==> src/rtl/sdram_col_pkg.sv <==
package sdram_col_pkg;

    localparam int LEN_CODE_W = 3;

    typedef enum logic [LEN_CODE_W-1:0] {
        LEN_ONE  = 3'd0,
        LEN_TWO  = 3'd1,
        LEN_FOUR = 3'd2,
        LEN_EIGHT = 3'd3,
        LEN_PAGE = 3'd7
    } len_code_e;

endpackage

==> src/rtl/col_len_decode.sv <==
module col_len_decode
    import sdram_col_pkg::*;
#(
    parameter int COL_W = 9
) (
    input  logic [LEN_CODE_W-1:0] code,
    output logic [COL_W-1:0]      wrap_mask,
    output logic                  page_mode
);

    always_comb begin
        wrap_mask = '0;
        page_mode = 1'b0;
        case (code)
            LEN_TWO:   wrap_mask = COL_W'(1);
            LEN_FOUR:  wrap_mask = COL_W'(3);
            LEN_EIGHT: wrap_mask = COL_W'(7);
            LEN_PAGE: begin
                wrap_mask = '1;
                page_mode = 1'b1;
            end
            default:   wrap_mask = '0;
        endcase
    end

endmodule

==> src/rtl/col_addr_mix.sv <==
module col_addr_mix #(
    parameter int COL_W = 9
) (
    input  logic [COL_W-1:0] base,
    input  logic [COL_W-1:0] beat,
    input  logic [COL_W-1:0] wrap_mask,
    input  logic             xor_order,
    output logic [COL_W-1:0] addr
);

    logic [COL_W-1:0] lin_sum;

    assign lin_sum = base + beat;

    for (genvar b = 0; b < COL_W; b++) begin : g_bit
        logic low_val;
        assign low_val = xor_order ? (base[b] ^ beat[b]) : lin_sum[b];
        assign addr[b] = wrap_mask[b] ? low_val : base[b];
    end

endmodule

==> src/rtl/sdram_col_seq.sv <==
module sdram_col_seq
    import sdram_col_pkg::*;
#(
    parameter int COL_W = 9
) (
    input  logic                  clk,
    input  logic                  rst_n,
    input  logic                  start,
    input  logic [COL_W-1:0]      start_col,
    input  logic [LEN_CODE_W-1:0] len_code,
    input  logic                  ilv_order,
    input  logic                  stop,
    output logic [COL_W-1:0]      col_addr,
    output logic                  col_valid,
    output logic                  col_last
);

    typedef struct packed {
        logic             active;
        logic             page;
        logic             xor_ord;
        logic [COL_W-1:0] mask;
        logic [COL_W-1:0] base;
        logic [COL_W-1:0] beat;
        logic [COL_W-1:0] addr;
        logic             last;
    } seq_t;

    seq_t st_d, st_q;

    logic [COL_W-1:0] new_mask;
    logic             new_page;
    logic [COL_W-1:0] beat_inc;
    logic [COL_W-1:0] next_addr;

    col_len_decode #(.COL_W(COL_W)) u_dec (
        .code      (len_code),
        .wrap_mask (new_mask),
        .page_mode (new_page)
    );

    assign beat_inc = st_q.beat + COL_W'(1);

    col_addr_mix #(.COL_W(COL_W)) u_mix (
        .base      (st_q.base),
        .beat      (beat_inc),
        .wrap_mask (st_q.mask),
        .xor_order (st_q.xor_ord),
        .addr      (next_addr)
    );

    always_comb begin
        st_d = st_q;
        if (start) begin
            st_d.active  = 1'b1;
            st_d.page    = new_page;
            st_d.xor_ord = ilv_order & ~new_page;
            st_d.mask    = new_mask;
            st_d.base    = start_col;
            st_d.beat    = '0;
            st_d.addr    = start_col;
            st_d.last    = ~new_page & (new_mask == '0);
        end else if (st_q.active && st_q.page && stop) begin
            st_d.active = 1'b0;
            st_d.last   = 1'b0;
        end else if (st_q.active && !st_q.page && st_q.last) begin
            st_d.active = 1'b0;
            st_d.last   = 1'b0;
        end else if (st_q.active) begin
            st_d.beat = beat_inc;
            st_d.addr = next_addr;
            st_d.last = ~st_q.page & (beat_inc == st_q.mask);
        end
    end

    always_ff @(posedge clk) begin
        if (!rst_n) begin
            st_q <= '0;
        end else begin
            st_q <= st_d;
        end
    end

    assign col_addr  = st_q.addr;
    assign col_valid = st_q.active;
    assign col_last  = st_q.active & (st_q.last | (st_q.page & stop));

endmodule

==> config.mk <==
export PLATFORM = sky130hd
export DESIGN_NAME = sdram_col_seq
export DESIGN_NICKNAME = d
export VERILOG_FILES = /design/src/rtl/sdram_col_pkg.sv /design/src/rtl/col_len_decode.sv /design/src/rtl/col_addr_mix.sv /design/src/rtl/sdram_col_seq.sv
export SDC_FILE = /design/constraint.sdc
export NUM_CORES = 1
export LEC_CHECK = 0
export ABC_AREA = 1
export BUFFER_PORTS_ARGS = -buffer_cell sky130_fd_sc_hd__buf_2
export CAP_MARGIN = 10
export CORE_ASPECT_RATIO = 0.9
export CORE_UTILIZATION = 53
export DETAILED_ROUTE_END_ITERATION = 12
export PLACE_DENSITY = 0.82
export SLEW_MARGIN = 0
export SYNTH_ARGS = -nofsm -noshare
export SYNTH_HDL_FRONTEND = slang
export SYNTH_HIERARCHICAL = 1
export SYNTH_SLANG_ARGS = --single-unit
==> constraint.sdc <==
create_clock -name clk -period 1.9 [get_ports clk]
set_input_delay 0.38 -clock clk [delete_from_list [all_inputs] [get_ports clk]]
set_output_delay 0.38 -clock clk [all_outputs]
set_load 0.05 [all_outputs]
* Word-level counts from Yosys, hierarchy flattened *
Cells that the tools add are included.

word-level totals
  bits in registers = 40
  input bits = 17
  output and inout bits = 11
  word-level logic and storage cells = 78

operators by class
  $add $sub $neg = 2
  eq/ne operators = 7
  multiplexer cells = 29
  bitwise operators = 20
  reductions and logical operators = 12

operator list
  cell                   count
  $pmux W9 S4            1
  $mux W1                24
  $mux W10               2
  $mux W9                2
  $add A9 B1 Y9 const B  1
  $add A9 B9 Y9          1
  $eq A9 B9 Y1           1
  $logic_not A9 Y1       1
  $xor A1 B1 Y1          9
  $eq A3 B2 Y1 const B   2
  $reduce_and A3 Y1      2
  $and A1 B1 Y1          5
  $not A1 Y1             5
  $logic_and A1 B1 Y1    4
  $ne A2 B2 Y1 const B   2
  $reduce_bool A4 Y1     1
  $eq A3 B1 Y1 const B   1
  $eq A3 B3 Y1 const B   1
  $reduce_bool A3 Y1     1
  $reduce_bool A2 Y1     1
  $reduce_or A2 Y1       1
  $logic_not A1 Y1       1
  $or A1 B1 Y1           1

* Depth between registers and ports, before layout *
Gate-level depths: netlist (run 1).

  depth in word-level cells = 8
  mapped depth = 19

* Cells and area by module *
Netlist (run 1), hierarchy kept.

by module, submodules not included
  module          times used  cells an instance  area each (um^2)  seq. area each (um^2)
  sdram_col_seq   1           270                1880.6            800.8
  col_addr_mix    1           93                 518.0             0.0
  col_len_decode  1           16                 82.6              0.0

* Worst setup path after synthesis (run 1) *
Ideal clock, no wire load.

  kind = reg-to-output
  from = register st_q, in the netlist col_valid
  to = output port col_last
  data arrival time = 1.872 ns
  slack = -0.352 ns
  cell stages (with the launch flop) = 3
  buffers on the path = 0
  path through = dfxtp_1 -> inv_1 -> o21ai_0

on the way
  longest elaborated chain between the ends = 1

ends and longest elaborated chain
  item                      RTL line             source
  start: declaration        sdram_col_seq.sv:29  seq_t st_d, st_q;
  start signal: assignment  sdram_col_seq.sv:80  st_q <= st_d;
  $and A1 B1 Y1             sdram_col_seq.sv:86  assign col_last = st_q.active & (st_q.last | (st_q.page & stop));
  end: declaration          sdram_col_seq.sv:15  output logic col_last

No other way between the ends.

* Worst setup path in the final report (run 1) *
  from = register st_q[10] in the netlist's numbering
  to = register st_q, in the netlist col_addr[7]

on the way
  longest elaborated chain between the ends = 8

ends and longest elaborated chain
  item              RTL line             source
  $add A9 B1 Y9     sdram_col_seq.sv:42  assign beat_inc = st_q.beat + COL_W'(1);
  via beat_inc[6]   sdram_col_seq.sv:33  logic [COL_W-1:0] beat_inc;
  $add A9 B9 Y9     col_addr_mix.sv:13   assign lin_sum = base + beat;
  $mux W1           col_addr_mix.sv:17   assign low_val = xor_order ? (base[b] ^ beat[b]) : lin_sum[b];
  $mux W1           col_addr_mix.sv:18   assign addr[b] = wrap_mask[b] ? low_val : base[b];
  via next_addr[7]  sdram_col_seq.sv:34  logic [COL_W-1:0] next_addr;
  $mux W10          sdram_col_seq.sv:69  end else if (st_q.active) begin
  $mux W9           sdram_col_seq.sv:66  end else if (st_q.active && !st_q.page && st_q.last) begin
  $mux W9           sdram_col_seq.sv:63  end else if (st_q.active && st_q.page && stop) begin
  $mux W10          sdram_col_seq.sv:54  if (start) begin

The timed path passes the listed nets, and every way through them passes these cells. The select of a mux whose other input is x is not followed.
A chain may end at the register's enable or synchronous reset.

==> results of run 1 <==
-- per-stage QoR --
step / instance area (um^2) / TNS (ns) / hold slack (ns) / std cells / power [mW]
final: 3040 / -0.412 / 0.343 / 479 / 2.11
after global routing: 3040 / -1.11 / 0.353 / 479 / 2.20
after global placement: 2780 / -0.452 / 0.463 / 470 / 1.32
after floorplan: 2520 / 0 / 0.451 / 379 / 1.23
after CTS: 3010 / -0.234 / 0.343 / 479 / 2.11
after detailed placement: 2780 / -0.741 / 0.465 / 470 / 1.33
-- critical path, cell delays in order, from the launching register on --
cell      delay, ns
dfxtp_4        0.39
ha_4           0.16
nand2_4        0.07
inv_2          0.06
nand2_1        0.06
nand2_2        0.09
inv_2          0.05
ha_4           0.29
inv_1          0.06
nor3_2         0.11
nand3_1        0.15
nand3b_1       0.12
nand3_1        0.07
nand2_1        0.06
nand2_1        0.05
a31oi_1        0.17
-- worst paths after layout --
path | endpoint | slack (ns) | cells past startpoint
setup / recovery | col_addr[7] | -0.12 | 15
setup reg to reg | col_addr[7] | -0.12 | 15
hold / removal | st_q[37] | 0.34 | 3
hold reg to reg | col_addr[2] | 0.47 | 2
-- metal layers --
metal | wire length [um] | vias to the layer above | track usage (%) | part of all wire, %
met5 | 0 | - | 0 | 0
met4 | 82 | 0 | 11.3 | 1.3
met3 | 292 | 12 | 4.24 | 4.7
met2 | 2990 | 80 | 46.1 | 48
met1 | 2840 | 1144 | 32.3 | 46
li1 | - | 1290 | - | -
-- report_power, final --
part           leakage, nW  switching (mW)  total, mW  internal (mW)
clock               0.0645           0.316      0.780          0.464
combinational         1.02           0.255      0.412          0.157
sequential           0.332          0.0437      0.923          0.880
total                 1.41           0.615       2.11           1.50
-- kinds of logic after synthesis --
logic type	after synthesis	share of synthesized area [%]
AOI/OAI and AO/OA	67	14.6
muxes	1	0.454
buffers and inverters	76	14.2
adders and majority gates	10	5.35
DFF	40	32.3
and+or+nand+nor	180	31.4
xor gates and xnor gates	5	1.77
-- layout make-up --
cell class,count,area share [%]
well taps,62,2.55
flip-flops and latches,40,26.9
clock buffers,7,3.17
repair buffers,54,11.5
inverters,52,6.41
multi-input cells,263,48.5
clock inverters,1,0.987
-- cells in the mapped netlist (all sizes together) --
cell | count | area, um^2
nand3 | 37 | 190
clkbuf | 5 | 18.8
nand2 | 111 | 429
nand3b | 2 | 15.0
clkinv | 3 | 11.3
fa | 1 | 20.0
nand4 | 2 | 12.5
o21ai | 26 | 134
inv | 49 | 184
nor4 | 2 | 12.5
xor2 | 3 | 26.3
mux2 | 1 | 11.3
nor3 | 3 | 20.0
and2 | 1 | 6.26
xnor2 | 2 | 17.5
a21oi | 29 | 153
a31oi | 11 | 68.8
dfxtp | 40 | 801
ha | 9 | 113
o211ai | 1 | 7.51
buf | 19 | 138
nor2 | 22 | 92.6
-- registers in the layout (all words and copies together) (netlist names) --
name / flops
st_q: 30
col_addr: 9
col_valid: 1
-- timing repair --
action,in CTS,in global routing
gates resized for setup,18,11
setup endpoints to repair,6,6
setup buffers,1,0
pin swaps,8,1
==> impl_metrics.tcl, run 1 <==
set metrics [dict create \
    outcome "finished, violations left" \
    violations "setup timing" \
    fin_crit_ns 2.02 \
    initial_utilization_pct 55.6 \
    vias 2526 \
    maxCapViolations 0 \
    path_max_fanout 5 \
    syn_inst 379 \
    fmax_ghz 0.494 \
    crit_type "reg -> reg" \
    final_util_pct 68.2 \
    ys_seq_area_share_pct 32.3 \
    mostFrequentLayoutCells "nand2_1, inv_1, dfxtp_1, nand3_1, buf_2" \
    worstMarginPinSlew_ns 0.505 \
    final_common_cell "nand2_1" \
    synth_warnings 6 \
    grt-ovfl-total 0 \
    dp_hpwl_mm 4.35 \
    antenna_found_initial 0 \
    clkSinkCount 40 \
    multi_input_area_um2 1480 \
    place_ws_ns -0.219 \
    crit_path_end_kind "register" \
    hold_viol_final 0 \
    ctsHoldBuffers 0 \
    post-route-drc-count 0 \
    avgSynthCellArea_um2 6.55 \
    p_per_area_nw_per_um2 695 \
    nets 443 \
    cp-startpoint "st_q[10]" \
    cts_tree "built" \
    cts_buffer_depth 2 \
    ys_ff_latch 40 \
    drt-initial-drc-count 159 \
    finClkSkew_ns 0.00778 \
    reg2reg_from "st_q[10]" \
    grt_pass1_vias 2297 \
    vias_per_cell 5.27 \
    wl_mm 6.21 \
    areaGrowthSynthToFinish_pct 22.6 \
    start_kind "register" \
    fp.dieW_um 74.1 \
    grt_max_degree 21 \
    worst_ep_required_time_ns 2.14 \
    ir_drop_uv 499 \
    dr.pass1.iters 4 \
    final-seq-area_um2 818 \
    wl_per_cell_um 13.0 \
    finalWorstSetupSlack_ns -0.124 \
    die_area_um2 4960 \
    grt_pass1_wl_mm 9.91 \
    clk_latency_ns 0.30 \
    min-delay-start "ilv_order" \
    slew_viol_final 0 \
    setup_viol 6 \
    p_leak_nw 1.41 \
    design.core.area_um2 4460 \
    fillers 383 \
    num_rows 23 \
    rsz0062_at_grt "true" \
    io_buffer_count 27 \
    die_y_um 66.9 \
    synth_area_um2 2480 \
    cts.clk_slew.worst_paths_ns 0.08 \
    drive_above_1_share_pct 25.7 \
    ant_nets 0 \
    ioPinCount 28 \
    worst_ep_arrival_time_ns 2.26 \
    relSlewSlack_pct 66.2 \
    routabilityCongestion 0.916 \
    antennaDiodeCount 0 \
    clock-root-buffer "clkbuf_8" \
    period_share_pct 107 \
    grt_use_total_pct 26.6 \
    hold_path.class "in -> reg" \
    syn_nets 406 \
    synth.distinct_cells 31 \
    cts_inserted_buffers 5 \
    h-tree-depth 2 \
]
Power figures use the tool's default switching activity.
==> run 2: changes to the inputs <==
Settings changed: CORE_MARGIN from default to 4.
==> run 2 against run 1 <==
  * The run still ends with setup timing left
  * Hold slack better by 0.0035 ns
  * Largest cell class unchanged
  * Worst setup slack got worse by 0.090 ns
  * Utilization rose by 4.6 points
  * First-iteration DRC count up 16%
  * Combinational power grew 13%
  * Final area grew 7.5%
  * Via count rose by 9.4%
  * Clock skew down 0.0017 ns
  * Die area grew 18%
  * Sequential cell count stayed put
  * Global-route usage fell by 1.3 points
  * Count of clock-buffer cells in the layout unchanged
==> impl_metrics.tcl, run 2 (synthesis gave the netlist of run 1 again) <==
set metrics [dict create \
    maxCapViolations 0 \
    cts.clk_slew.worst_paths_ns 0.08 \
    placed_cells 468 \
    vias_per_cell 5.66 \
    critPathBufInv 2 \
    drive_above_1_share_pct 34.7 \
    multi_input_area_um2 1630 \
    period_share_pct 111 \
    crit_path_end_kind "register" \
    r2r_end "col_addr[8]" \
    path_common_cell "nand2_2" \
    crit_path_top_delay_cell "dfxtp_4" \
    largest_register_ffs 30 \
    min-delay-start "ilv_order" \
    wl_mm 7.52 \
    setup_viol 7 \
    max_stage_delay_ns 0.38 \
    drt-initial-drc-count 185 \
    final_util_pct 72.9 \
    ir_drop_uv 564 \
    grt_max_degree 21 \
    grt_pass1_vias 2472 \
    hold_end "st_q[37]" \
    reg2reg_from "st_q[11]" \
    worstMarginPinSlew_ns 0.506 \
    num_rows 23 \
    die_area_um2 5840 \
    violations "setup timing" \
    grt_use_total_pct 25.3 \
    ant_nets 0 \
    vias 2764 \
    top_register "st_q" \
    cts_buffer_depth 2 \
    initial_utilization_pct 55.3 \
    final_common_cell "nand2_1" \
    design.core.area_um2 4490 \
    h-tree-depth 2 \
    hold_path_depth 3 \
    place_ws_ns -0.195 \
    cts_inserted_buffers 5 \
    dr.pass1.iters 6 \
    dp_hpwl_mm 4.61 \
    path_max_fanout 5 \
    mostFrequentLayoutCells "nand2_1, inv_1, buf_4, dfxtp_1, buf_2" \
    grt_pass1_wl_mm 11.4 \
    grt-ovfl-total 0 \
    start_kind "register" \
    fin_tns_setup_ns -1.16 \
    ioPinCount 28 \
    clkSinkCount 40 \
    rsz0062_at_grt "true" \
    hold_viol_final 0 \
    fillers 337 \
    finalWorstSetupSlack_ns -0.215 \
    clock-root-buffer "clkbuf_8" \
    slew_viol_final 0 \
    worst_ep_required_time_ns 2.13 \
    fp.dieW_um 80.1 \
    cts_tree "built" \
    post-route-drc-count 0 \
    p_leak_nw 1.52 \
    antennaDiodeCount 0 \
    relSlewSlack_pct 66.1 \
    routabilityCongestion 0.916 \
    r2r_cells 17 \
    fin_crit_ns 2.11 \
    crit_type "reg -> reg" \
    finClkSkew_ns 0.00606 \
    outcome "finished, violations left" \
    finalNonFillerCells 488 \
    nets 452 \
    final-seq-area_um2 816 \
    areaGrowthSynthToFinish_pct 31.8 \
    final_design_area_no_fill_um2 3270 \
    crit_family "simple AND/OR/NAND/NOR gates" \
    r2r_setup_slack_ns -0.21 \
    hold_path.class "in -> reg" \
    wl_per_cell_um 15.4 \
    path_cells "ha_4, nand2_8, clkinv_4, nand2_4, nand2_4, inv_2, ha_4, nand2_4, nor2_2, nand3_2, nand2_2, nand2_2, nand3_2, nand2_2, nand2_2, nand3_2, a31oi_1" \
    die_y_um 72.9 \
    io_buffer_count 27 \
    fmax_ghz 0.473 \
    worst_ep_arrival_time_ns 2.35 \
    place_area_um2 2770 \
    clk_latency_ns 0.30 \
    antenna_found_initial 0 \
    p_per_area_nw_per_um2 664 \
]
## run 2: metrics by stage
stage / hold WS (ns) / total power, mW
finish: 0.346 / 2.17
global route: 0.348 / 2.24
CTS: 0.343 / 2.13
detailed placement: 0.467 / 1.33
global placement: 0.464 / 1.32
floorplan: 0.451 / 1.23
## run 2: worst min-delay path, delay by kind of cell
kind / cells / cell delay, ns
AND/OR/NAND/NOR: 1 / 0.05
AO/OA/AOI/OAI: 1 / 0.07
buffers and inverters: 1 / 0.10
## run 2: final cells by class
class | instances | share of cell area, %
multi-input cells | 263 | 49.9
flip-flops and latches | 40 | 24.9
repair buffers | 63 | 12.8
inverters | 52 | 6.12
clock buffers | 7 | 2.95
well taps | 62 | 2.37
clock inverters | 1 | 0.918
## run 2: repair_timing
action | CTS | global route
setup buffers | 9 | 3
resized for setup | 30 | 42
hold buffers | 0 | 0
endpoints found under the setup margin | 6 | 7
pin swaps | 21 | 30
## run 2: worst max path at each step
stage              from          end  cells past startpoint  slack, ns
2_1_floorplan  st_q[10]  col_addr[8]                     17      0.009
3_3_place_gp   st_q[10]  col_addr[8]                     17      -0.12
3_5_place_dp   st_q[15]  col_addr[8]                     17      -0.19
4_1_cts        st_q[10]  col_addr[7]                     17      -0.08
5_1_grt        st_q[11]  col_addr[7]                     17      -0.35
6_report       st_q[11]  col_addr[8]                     17      -0.21
## run 2: metal layers
| metal | vias to the layer above | global-route usage, % | share of wire [%] |
|---|---|---|---|
| met5 | - | 0 | 0 |
| met4 | 0 | 13.1 | 4.6 |
| met3 | 44 | 6.17 | 8.1 |
| met2 | 159 | 43.0 | 50 |
| met1 | 1257 | 29.5 | 38 |
| li1 | 1304 | - | - |
## run 2: power by group
part	internal, mW	switching (mW)	leakage, nW	total [mW]
combinational	0.178	0.287	1.12	0.465
sequential	0.880	0.0462	0.332	0.927
clock	0.464	0.316	0.0645	0.780
==> run 3: changes to the inputs <==
Settings changed: CORE_UTILIZATION 53 to 59, PLACE_DENSITY 0.82 to 0.8.
Clock period 1.9 ns to 2 ns, I/O delays scaled along.
==> run 3 against run 2 <==
  * The run still ends with setup timing left
  * First-iteration DRC count is 6.5% lower
  * Count of clock-buffer cells in the layout is 1 lower
  * Critical path depth stayed put
  * Die area is 9.1% lower
  * Hold slack better by 0.036 ns
  * Clock power is 29% lower
  * Cell count is 4.1% lower
  * Routed wire length is 17% lower
  * Critical path type unchanged
  * Largest cell class unchanged
  * Largest power group unchanged
  * Highest routed layer unchanged
==> impl_metrics.tcl, run 3 (synthesis gave the netlist of run 1 again) <==
set metrics [dict create \
    setup_viol 1 \
    placed_cells 456 \
    wl_mm 6.28 \
    vias 2597 \
    clk_latency_ns 0.29 \
    nets 446 \
    grt_use_total_pct 24.0 \
    clock-root-buffer "clkbuf_8" \
    p_per_area_nw_per_um2 600 \
    rsz0062_at_grt "true" \
    slew_viol_final 0 \
    top_register "st_q" \
    outcome "finished, violations left" \
    fin_tns_setup_ns -0.00364 \
    cts_inserted_buffers 5 \
    fin_crit_ns 2.00 \
    drive_above_1_share_pct 30.7 \
    violations "setup timing" \
    die_area_um2 5310 \
    ioPinCount 28 \
    start_kind "register" \
    cts_buffer_depth 2 \
    finalWorstSetupSlack_ns -0.00364 \
    maxCapViolations 0 \
    fmax_ghz 0.499 \
    dp_hpwl_mm 4.46 \
    ant_nets 0 \
    fp.dieW_um 76.4 \
    holdWs_ns 0.383 \
    hold_viol_final 0 \
    mostFrequentLayoutCells "nand2_1, inv_1, dfxtp_1, nand3_1, buf_4" \
    design.core.area_um2 4070 \
    antennaDiodeCount 0 \
    worst_ep_arrival_time_ns 2.22 \
    clkSinkCount 40 \
    total_power_mw 1.83 \
    wl_per_cell_um 13.4 \
    die_y_um 69.5 \
    dr.pass1.iters 5 \
    num_rows 22 \
    grt_max_degree 19 \
    routabilityCongestion 0.916 \
    worst_ep_required_time_ns 2.22 \
    worstMarginPinSlew_ns 0.523 \
    hold_path.class "in -> reg" \
    ir_drop_uv 458 \
    crit_path_end_kind "register" \
    p_leak_nw 1.42 \
    fillers 320 \
    grt_pass1_vias 2354 \
    path_max_fanout 4 \
    finClkSkew_ns 0.00557 \
    largest_register_ffs 30 \
    final_util_pct 75.0 \
    cts.clk_slew.worst_paths_ns 0.08 \
    hold_path_depth 3 \
    crit_type "reg -> reg" \
    cts_tree "built" \
    drt-initial-drc-count 173 \
    post-route-drc-count 0 \
    period_share_pct 100 \
    relSlewSlack_pct 65.0 \
    r2r_cells 17 \
    initial_utilization_pct 60.9 \
    io_buffer_count 27 \
    h-tree-depth 2 \
    areaGrowthSynthToFinish_pct 23.2 \
    grt-ovfl-total 0 \
    grt_pass1_wl_mm 10.4 \
    antenna_found_initial 0 \
    vias_per_cell 5.55 \
    ctsHoldBuffers 0 \
    final_common_cell "nand2_1" \
    finalNonFillerCells 468 \
]
==> run 3: changes by cell type in the layout (fill, tap and decap cells not counted), sizes merged <==
cell / before / now
buf: 63 / 57
clkinv: 2 / 4
bufinv: 1 / 0
clkbuf: 7 / 6
==> run 3: path summary, 6_finish.rpt <==
check	start	endpoint	slack (ns)
max	st_q[10]	col_addr[7]	-0.004
min	start_col[2]	st_q[21]	0.38
max reg2reg	st_q[10]	col_addr[7]	-0.004
min reg2reg	col_addr[2]	col_addr[2]	0.48
==> run 3: power breakdown <==
group / internal, mW / total (mW) / leakage [nW] / switching, mW
clock network: 0.275 / 0.557 / 0.0510 / 0.281
registers: 0.836 / 0.877 / 0.332 / 0.0409
logic: 0.153 / 0.399 / 1.04 / 0.246
total: 1.26 / 1.83 / 1.42 / 0.569
==> run 3: repair_timing <==
action | 4_1_cts | 5_1_grt
gates cloned | 0 | 0
pin swaps | 9 | 32
setup buffers | 1 | 3
endpoints found under the setup margin | 6 | 6
hold endpoints to repair | 0 | 0
gates resized for setup | 33 | 25
==> run 3: stage by stage <==
step | instance area [um^2] | setup slack [ns]
6_report | 3060 | -0.00364
5_1_grt | 3060 | -0.176
4_1_cts | 2960 | 0.00486
3_5_place_dp | 2720 | -0.158
3_3_place_gp | 2720 | -0.0787
2_1_floorplan | 2480 | 0.00411
==> run 3: worst max-delay path, stage by stage, from the launching register on <==
cell      delay (ns)
dfxtp_4         0.38
ha_4            0.17
nand2_4         0.08
inv_4           0.07
nand2_2         0.06
nand2_2         0.07
inv_2           0.05
ha_4            0.27
nand2_2         0.06
nand2_2         0.09
nand3_1         0.08
nand2_1         0.08
nand2_2         0.06
nand3b_1        0.09
nand3_1         0.06
nand2_1         0.07
nand2_1         0.05
a31oi_1         0.15
==> run 3: routing by layer <==
layer	up-vias	part of all wire [%]	global-route usage, %	routed length [um]
met4	0	2.4	9.26	153
met2	103	49	41.1	3060
met3	21	6.8	5.32	427
met1	1189	42	29.4	2640
met5	-	0	0	0
li1	1284	-	-	-
==> run 3: area by class of cell <==
type	count	area (um^2)	area share, %
multi-input cells	263	1530	50.0
flip-flops and latches	40	816	26.7
repair buffers	57	360	11.8
inverters	52	200	6.55
clock buffers	6	82.6	2.70
well taps	48	60.1	1.96
clock inverters	2	10.0	0.327
